==> src/rtl/exc_entry_pkg.sv <==
package exc_entry_pkg;
  typedef enum logic [2:0] {
    CLS_IRQ   = 3'd0,
    CLS_MISS  = 3'd1,
    CLS_PERM  = 3'd2,
    CLS_SUPER = 3'd3,
    CLS_TRAP  = 3'd4,
    CLS_BRK   = 3'd5
  } exc_class_e;

  localparam int ST_PIE  = 0;
  localparam int ST_U    = 1;
  localparam int ST_EH   = 2;
  localparam int ST_IH   = 3;
  localparam int TM_DBL  = 2;
  localparam int TM_WR   = 3;
  localparam int CODE_W  = 5;
  localparam int CODE_LO = 2;

  typedef struct packed {
    logic ok;
    logic save_e;
    logic save_b;
    logic set_ih;
    logic set_eh;
    logic tm_fast;
    logic tm_dbl;
    logic fast_vec;
  } exc_ctl_t;
endpackage

==> src/rtl/exc_decode.sv <==
module exc_decode
  import exc_entry_pkg::*;
(
  input  logic [2:0] class_i,
  input  logic       eh_i,
  output exc_ctl_t   ctl_o
);
  always_comb begin
    ctl_o = '0;
    ctl_o.ok = 1'b1;
    ctl_o.set_eh = 1'b1;
    case (class_i)
      CLS_IRQ: begin
        ctl_o.set_eh = 1'b0;
        ctl_o.set_ih = 1'b1;
        ctl_o.save_e = 1'b1;
      end
      CLS_MISS: begin
        ctl_o.save_e   = !eh_i;
        ctl_o.tm_fast  = !eh_i;
        ctl_o.fast_vec = !eh_i;
        ctl_o.tm_dbl   = eh_i;
      end
      CLS_PERM:             ctl_o.save_e = 1'b1;
      CLS_SUPER, CLS_TRAP:  ctl_o.save_e = !eh_i;
      CLS_BRK:              ctl_o.save_b = !eh_i;
      default: begin
        ctl_o.ok     = 1'b0;
        ctl_o.set_eh = 1'b0;
      end
    endcase
  end
endmodule

==> src/rtl/exc_next.sv <==
module exc_next
  import exc_entry_pkg::*;
#(
  parameter int                DATA_W   = 32,
  parameter logic [DATA_W-1:0] GEN_VEC  = 32'h0000_0120,
  parameter logic [DATA_W-1:0] FAST_VEC = 32'h0000_0200
) (
  input  exc_ctl_t           ctl_i,
  input  logic [CODE_W-1:0]  code_i,
  input  logic [DATA_W-1:0]  pc_i,
  input  logic [DATA_W-1:0]  status_i,
  input  logic [DATA_W-1:0]  estatus_q,
  input  logic [DATA_W-1:0]  bstatus_q,
  input  logic [DATA_W-1:0]  cause_q,
  input  logic [DATA_W-1:0]  tlbmisc_q,
  input  logic [DATA_W-1:0]  ea_q,
  input  logic [DATA_W-1:0]  ba_q,
  output logic [DATA_W-1:0]  status_d,
  output logic [DATA_W-1:0]  estatus_d,
  output logic [DATA_W-1:0]  bstatus_d,
  output logic [DATA_W-1:0]  cause_d,
  output logic [DATA_W-1:0]  tlbmisc_d,
  output logic [DATA_W-1:0]  ea_d,
  output logic [DATA_W-1:0]  ba_d,
  output logic [DATA_W-1:0]  pc_d
);
  localparam logic [DATA_W-1:0] PC_STEP = DATA_W'(4);
  logic [DATA_W-1:0] ret_addr;

  assign ret_addr = pc_i + PC_STEP;

  always_comb begin
    status_d = status_i;
    status_d[ST_IH]  = status_i[ST_IH] | ctl_i.set_ih;
    status_d[ST_EH]  = status_i[ST_EH] | ctl_i.set_eh;
    status_d[ST_PIE] = 1'b0;
    status_d[ST_U]   = 1'b0;
  end

  always_comb begin
    cause_d = cause_q;
    cause_d[CODE_LO +: CODE_W] = code_i;
  end

  always_comb begin
    tlbmisc_d = tlbmisc_q;
    if (ctl_i.tm_fast) begin
      tlbmisc_d[TM_DBL] = 1'b0;
      tlbmisc_d[TM_WR]  = 1'b1;
    end else if (ctl_i.tm_dbl) begin
      tlbmisc_d[TM_DBL] = 1'b1;
    end
  end

  assign estatus_d = ctl_i.save_e ? status_i : estatus_q;
  assign ea_d      = ctl_i.save_e ? ret_addr : ea_q;
  assign bstatus_d = ctl_i.save_b ? status_i : bstatus_q;
  assign ba_d      = ctl_i.save_b ? ret_addr : ba_q;
  assign pc_d      = ctl_i.fast_vec ? FAST_VEC : GEN_VEC;
endmodule

==> src/rtl/exc_entry_ctl.sv <==
module exc_entry_ctl
  import exc_entry_pkg::*;
#(
  parameter int                DATA_W   = 32,
  parameter logic [DATA_W-1:0] GEN_VEC  = 32'h0000_0120,
  parameter logic [DATA_W-1:0] FAST_VEC = 32'h0000_0200
) (
  input  logic              clk_i,
  input  logic              rst_ni,
  input  logic              exc_valid_i,
  input  logic [2:0]        exc_class_i,
  input  logic [4:0]        exc_code_i,
  input  logic [DATA_W-1:0] pc_i,
  input  logic [DATA_W-1:0] status_i,
  output logic [DATA_W-1:0] status_o,
  output logic [DATA_W-1:0] estatus_o,
  output logic [DATA_W-1:0] bstatus_o,
  output logic [DATA_W-1:0] cause_o,
  output logic [DATA_W-1:0] tlbmisc_o,
  output logic [DATA_W-1:0] ea_o,
  output logic [DATA_W-1:0] ba_o,
  output logic [DATA_W-1:0] pc_o,
  output logic              redir_o,
  output logic              err_o
);
  exc_ctl_t ctl;
  logic [DATA_W-1:0] status_d, estatus_d, bstatus_d, cause_d;
  logic [DATA_W-1:0] tlbmisc_d, ea_d, ba_d, pc_d;
  logic commit;

  exc_decode u_dec (
    .class_i (exc_class_i),
    .eh_i    (status_i[ST_EH]),
    .ctl_o   (ctl)
  );

  exc_next #(
    .DATA_W   (DATA_W),
    .GEN_VEC  (GEN_VEC),
    .FAST_VEC (FAST_VEC)
  ) u_next (
    .ctl_i     (ctl),
    .code_i    (exc_code_i),
    .pc_i      (pc_i),
    .status_i  (status_i),
    .estatus_q (estatus_o),
    .bstatus_q (bstatus_o),
    .cause_q   (cause_o),
    .tlbmisc_q (tlbmisc_o),
    .ea_q      (ea_o),
    .ba_q      (ba_o),
    .status_d  (status_d),
    .estatus_d (estatus_d),
    .bstatus_d (bstatus_d),
    .cause_d   (cause_d),
    .tlbmisc_d (tlbmisc_d),
    .ea_d      (ea_d),
    .ba_d      (ba_d),
    .pc_d      (pc_d)
  );

  assign commit = exc_valid_i && ctl.ok;

  always_ff @(posedge clk_i or negedge rst_ni) begin
    if (!rst_ni) begin
      status_o  <= '0;
      estatus_o <= '0;
      bstatus_o <= '0;
      cause_o   <= '0;
      tlbmisc_o <= '0;
      ea_o      <= '0;
      ba_o      <= '0;
      pc_o      <= '0;
      redir_o   <= 1'b0;
      err_o     <= 1'b0;
    end else begin
      redir_o <= commit;
      if (exc_valid_i && !ctl.ok) err_o <= 1'b1;
      if (commit) begin
        status_o  <= status_d;
        estatus_o <= estatus_d;
        bstatus_o <= bstatus_d;
        cause_o   <= cause_d;
        tlbmisc_o <= tlbmisc_d;
        ea_o      <= ea_d;
        ba_o      <= ba_d;
        pc_o      <= pc_d;
      end
    end
  end


  pie_u_clear_chk: assert property (@(posedge clk_i) disable iff (!rst_ni)
    redir_o |-> !status_o[ST_PIE] && !status_o[ST_U]);


  cause_keep_chk: assert property (@(posedge clk_i) disable iff (!rst_ni)
    exc_valid_i |=> cause_o[1:0] == $past(cause_o[1:0]) &&
                    cause_o[DATA_W-1:7] == $past(cause_o[DATA_W-1:7]));


  dbl_miss_chk: assert property (@(posedge clk_i) disable iff (!rst_ni)
    exc_valid_i && exc_class_i == CLS_MISS && status_i[ST_EH]
      |=> $stable(estatus_o) && $stable(ea_o) && tlbmisc_o[TM_DBL] && pc_o == GEN_VEC);


  brk_no_ea_chk: assert property (@(posedge clk_i) disable iff (!rst_ni)
    exc_valid_i && exc_class_i == CLS_BRK |=> $stable(estatus_o) && $stable(ea_o));


  err_sticky_chk: assert property (@(posedge clk_i) disable iff (!rst_ni)
    err_o |=> err_o);


  bad_class_chk: assert property (@(posedge clk_i) disable iff (!rst_ni)
    exc_valid_i && exc_class_i > 3'd5 |=> err_o && !redir_o && $stable(status_o) && $stable(pc_o));


  idle_hold_chk: assert property (@(posedge clk_i) disable iff (!rst_ni)
    !exc_valid_i |=> !redir_o && $stable(ea_o) && $stable(ba_o) && $stable(tlbmisc_o));
endmodule

==> config.mk <==
export PLATFORM = sky130hd
export DESIGN_NAME = exc_entry_ctl
export DESIGN_NICKNAME = d
export VERILOG_FILES = /design/src/rtl/exc_entry_pkg.sv /design/src/rtl/exc_decode.sv /design/src/rtl/exc_next.sv /design/src/rtl/exc_entry_ctl.sv
export SDC_FILE = /design/constraint.sdc
export NUM_CORES = 1
export LEC_CHECK = 0
export ABC_AREA = 1
export CORE_MARGIN = 8
export CORE_UTILIZATION = 30
export DETAILED_ROUTE_END_ITERATION = 10
export GPL_TIMING_DRIVEN = 0
export SLEW_MARGIN = 20
export SYNTH_ARGS = -nofsm -noshare
export SYNTH_HDL_FRONTEND = slang
export SYNTH_SLANG_ARGS = --single-unit
==> constraint.sdc <==
create_clock -name clk_i -period 1.1 [get_ports clk_i]
set_input_delay 0.22 -clock clk_i [delete_from_list [all_inputs] [get_ports clk_i]]
set_output_delay 0.22 -clock clk_i [all_outputs]
set_load 0.01 [all_outputs]
==> results.ini <==
[outcome]
outcome = complete, but fails checks
violations = setup timing

[timing]
slew_violations = 0
setup_viol_count_final = 170
min_period_over_period_pct = 119
tightest_slew_ns = 0.596
whs_ns = 0.0303
grt_setup_unrepaired = yes
slew_headroom_pct = 60.2
skew_ns = 0
min_period_ns = 1.31
finalHoldViolCount = 0
fmax_mhz = 762
layout_setup_ws_ns = -0.213

[critical_path]
endpoint = pc_o[8]
cp-start-kind = flop
worst-setup-path-type = flop to primary output
reg2regPathDepth = 4
setup.worst_path.end_class = primary output
worstSetupStartpoint = pc_o[8]$_DFFE_PN0P_
r2r_end = estatus_o[26]$_DFFE_PN0P_
worstReg2RegStart = estatus_o[26]$_DFFE_PN0P_
worstPathArrival_ns = 1.09
crit_fanout = 3
reg2reg_slack_ns = 0.20
cp_data_required_time_ns = 0.88

[layout]
area.growth.synth_to_final_pct = 62.8
final_util_pct = 49.8
drive_above_1_share_pct = 36.9
fin_cells = 1711
nFillCells = 2490
nets = 1441

[detailed_routing]
via_per_inst = 4.16
drc_errors = 0
vias = 7117
route.detailed.wl_per_inst_um = 16.2
drt_iter0_drc = 429
drtPass1Iterations = 4
ant_nets = 0
wl_um = 27700

[floorplanning]
io_pins = 333
dieWidth_um = 176
die_h_um = 176
start_util_pct = 30.6
die_area_um2 = 31100
core_um2 = 25300
rows = 58

[placed_design]
hpwl_um = 20600
dp.cells = 1575
numPortBuffers = 244
gp_congestion = 0.856

[power_and_ir_drop]
finalPower_uw = 20200
p_leak_uw = 0.00673
ir_drop_uv = 753
power_density_nw_per_um2 = 1610

[clock_network]
htreeDepth = 4
cts_buffers = 17
clock_path_buffers = 2
clockRootBuffer = clkbuf_16
insertion_delay_ns = 0.43
clkTransAtPathRegs_ns = 0.07
cts.sinks = 169
cts_tree = done

[global_route]
antenna_found_initial = 4
grt_overflow = 0
grt_max_degree = 77
grt_pass1_wl_um = 41000
grt_pass1_vias = 7018
grtUsageTotal_pct = 17.0

[logic_synthesis]
syn-mean-instance-area_um2 = 8.46
synth.most_common_cell = nand2_1
syn_inst = 912
ys_seq_area_share_pct = 54.8
synth.top_cell.area_share_pct = 54.8
synth_edf_count = 0
ys_warn_count = 0
synthTopCellsByArea = dfrtp_1 (55%), nand2_1 (18%), buf_4 (9.4%), o21ai_0 (5.0%), inv_1 (2.7%)
synth_cell_types = 30
ys_top_cells_by_count = nand2_1 (364), dfrtp_1 (169), buf_4 (97), o21ai_0 (77), inv_1 (56)
ys_ff_latch = 169
synth_top_flop_cell = dfrtp_1
async_reset_ff_share_pct = 100
yosysTopAreaCell = dfrtp_1
syn_area_um2 = 7720

[job]
cap_violations = 0

[min_path]
hp-class = primary input to flop

-- critical path, stage by stage, from the launching register on --
cell	delay [ns]
dfrtp_1	0.42
buf_6	0.13
buf_6	0.11
-- flip-flops by register name, indices dropped and copies added (netlist names) --
register,flops
redir_o,1
pc_o,2
estatus_o,32
ea_o,32
cause_o,5
tlbmisc_o,2
err_o,1
ba_o,32
status_o,30
bstatus_o,32
-- metrics by stage --
| step | area, um^2 | setup TNS, ns | setup slack (ns) |
|---|---|---|---|
| global placement | 11000 | -1429.62 | -7.53 |
| finish | 12600 | -12.28 | -0.213 |
| floorplan | 8140 | -2.35 | -0.0632 |
| detailed placement | 11100 | -162.76 | -1.20 |
| CTS | 11900 | -15.73 | -0.241 |
| global route | 12600 | -18.41 | -0.253 |
-- cell families (layout without fill, tap and decap cells) --
kind of cell,after synthesis,in the layout,synth area share (%)
adder cells (fa/ha/maj),1,1,0.162
other,1,91,0.0486
XOR/XNOR,14,14,1.59
buffers and inverters,181,560,13.8
AND/OR/NAND/NOR,444,444,22.8
flip-flops,169,169,54.8
AO/OA/AOI/OAI,102,102,6.74
-- layout make-up --
class	instances	area [um^2]	share of cell area (%)
clock inverters	14	150	1.19
multi-input cells	649	3030	24.1
diodes	3	7.51	0.0597
plain buffers	121	891	7.09
well taps	330	413	3.29
inverters	59	226	1.80
repair buffers	348	3180	25.3
clock buffers	18	439	3.49
flip-flops and latches	169	4230	33.7
-- what timing repair did --
action / 4_1_cts / 5_1_grt
gates resized for setup: 916 / 115
pin swaps: 11 / 22
hold buffers: 1 / 0
endpoints found under the setup margin: 338 / 285
hold endpoints to repair: 36 / 0
buffers inserted: 46 / 54
gates cloned: 1 / 0
-- where the power goes --
group	switching, uW	total [uW]	internal (uW)
registers	738	8050	7310
clock network	2970	6080	3110
logic	2720	6120	3400
total	6430	20200	13800
-- worst min-delay path by stage --
stage | from | endpoint | slack, ns | depth (start not counted)
after floorplan | rst_ni | ba_o[0]$_DFFE_PN0P_ | -0.08 | 0
after global placement | ba_o[3]$_DFFE_PN0P_ | ba_o[3]$_DFFE_PN0P_ | 0.46 | 2
after detailed placement | rst_ni | bstatus_o[11]$_DFFE_PN0P_ | 0.13 | 1
after CTS | exc_class_i[1] | err_o$_DFFE_PN0P_ | 0.11 | 3
after global routing | pc_i[2] | ea_o[2]$_DFFE_PN0P_ | 0.04 | 2
final | pc_i[2] | ea_o[2]$_DFFE_PN0P_ | 0.03 | 2
-- metal layers --
layer	track usage (%)	wire (um)
met3	4.87	1740
met4	6.55	539
met2	28.2	13800
met1	20.8	11600
met5	0	12
-- layout by cell type, fill, tap and decap left out, types with 3 or more instances in the layout --
| cell type | instances |
|---|---|
| buf_2 | 51 |
| buf_4 | 195 |
| buf_6 | 134 |
| buf_8 | 3 |
| clkbuf_1 | 7 |
| clkbuf_16 | 17 |
| clkbuf_2 | 18 |
| clkdlybuf4s15_1 | 5 |
| clkdlybuf4s50_1 | 39 |
| conb_1 | 88 |
| dfrtp_1 | 169 |
| diode_2 | 3 |
| dlygate4sd2_1 | 8 |
| inv_1 | 54 |
| inv_2 | 3 |
| inv_8 | 6 |
| nand2_1 | 345 |
| nand2_2 | 20 |
| nand3_1 | 18 |
| nand3_2 | 5 |
| nand3b_1 | 4 |
| nor2_1 | 20 |
| nor2_2 | 10 |
| nor2_4 | 14 |
| o21ai_0 | 67 |
| o21ai_1 | 29 |
| xnor2_1 | 4 |
| xor2_1 | 4 |
| xor2_2 | 6 |
(Power assumes the default switching activity.)
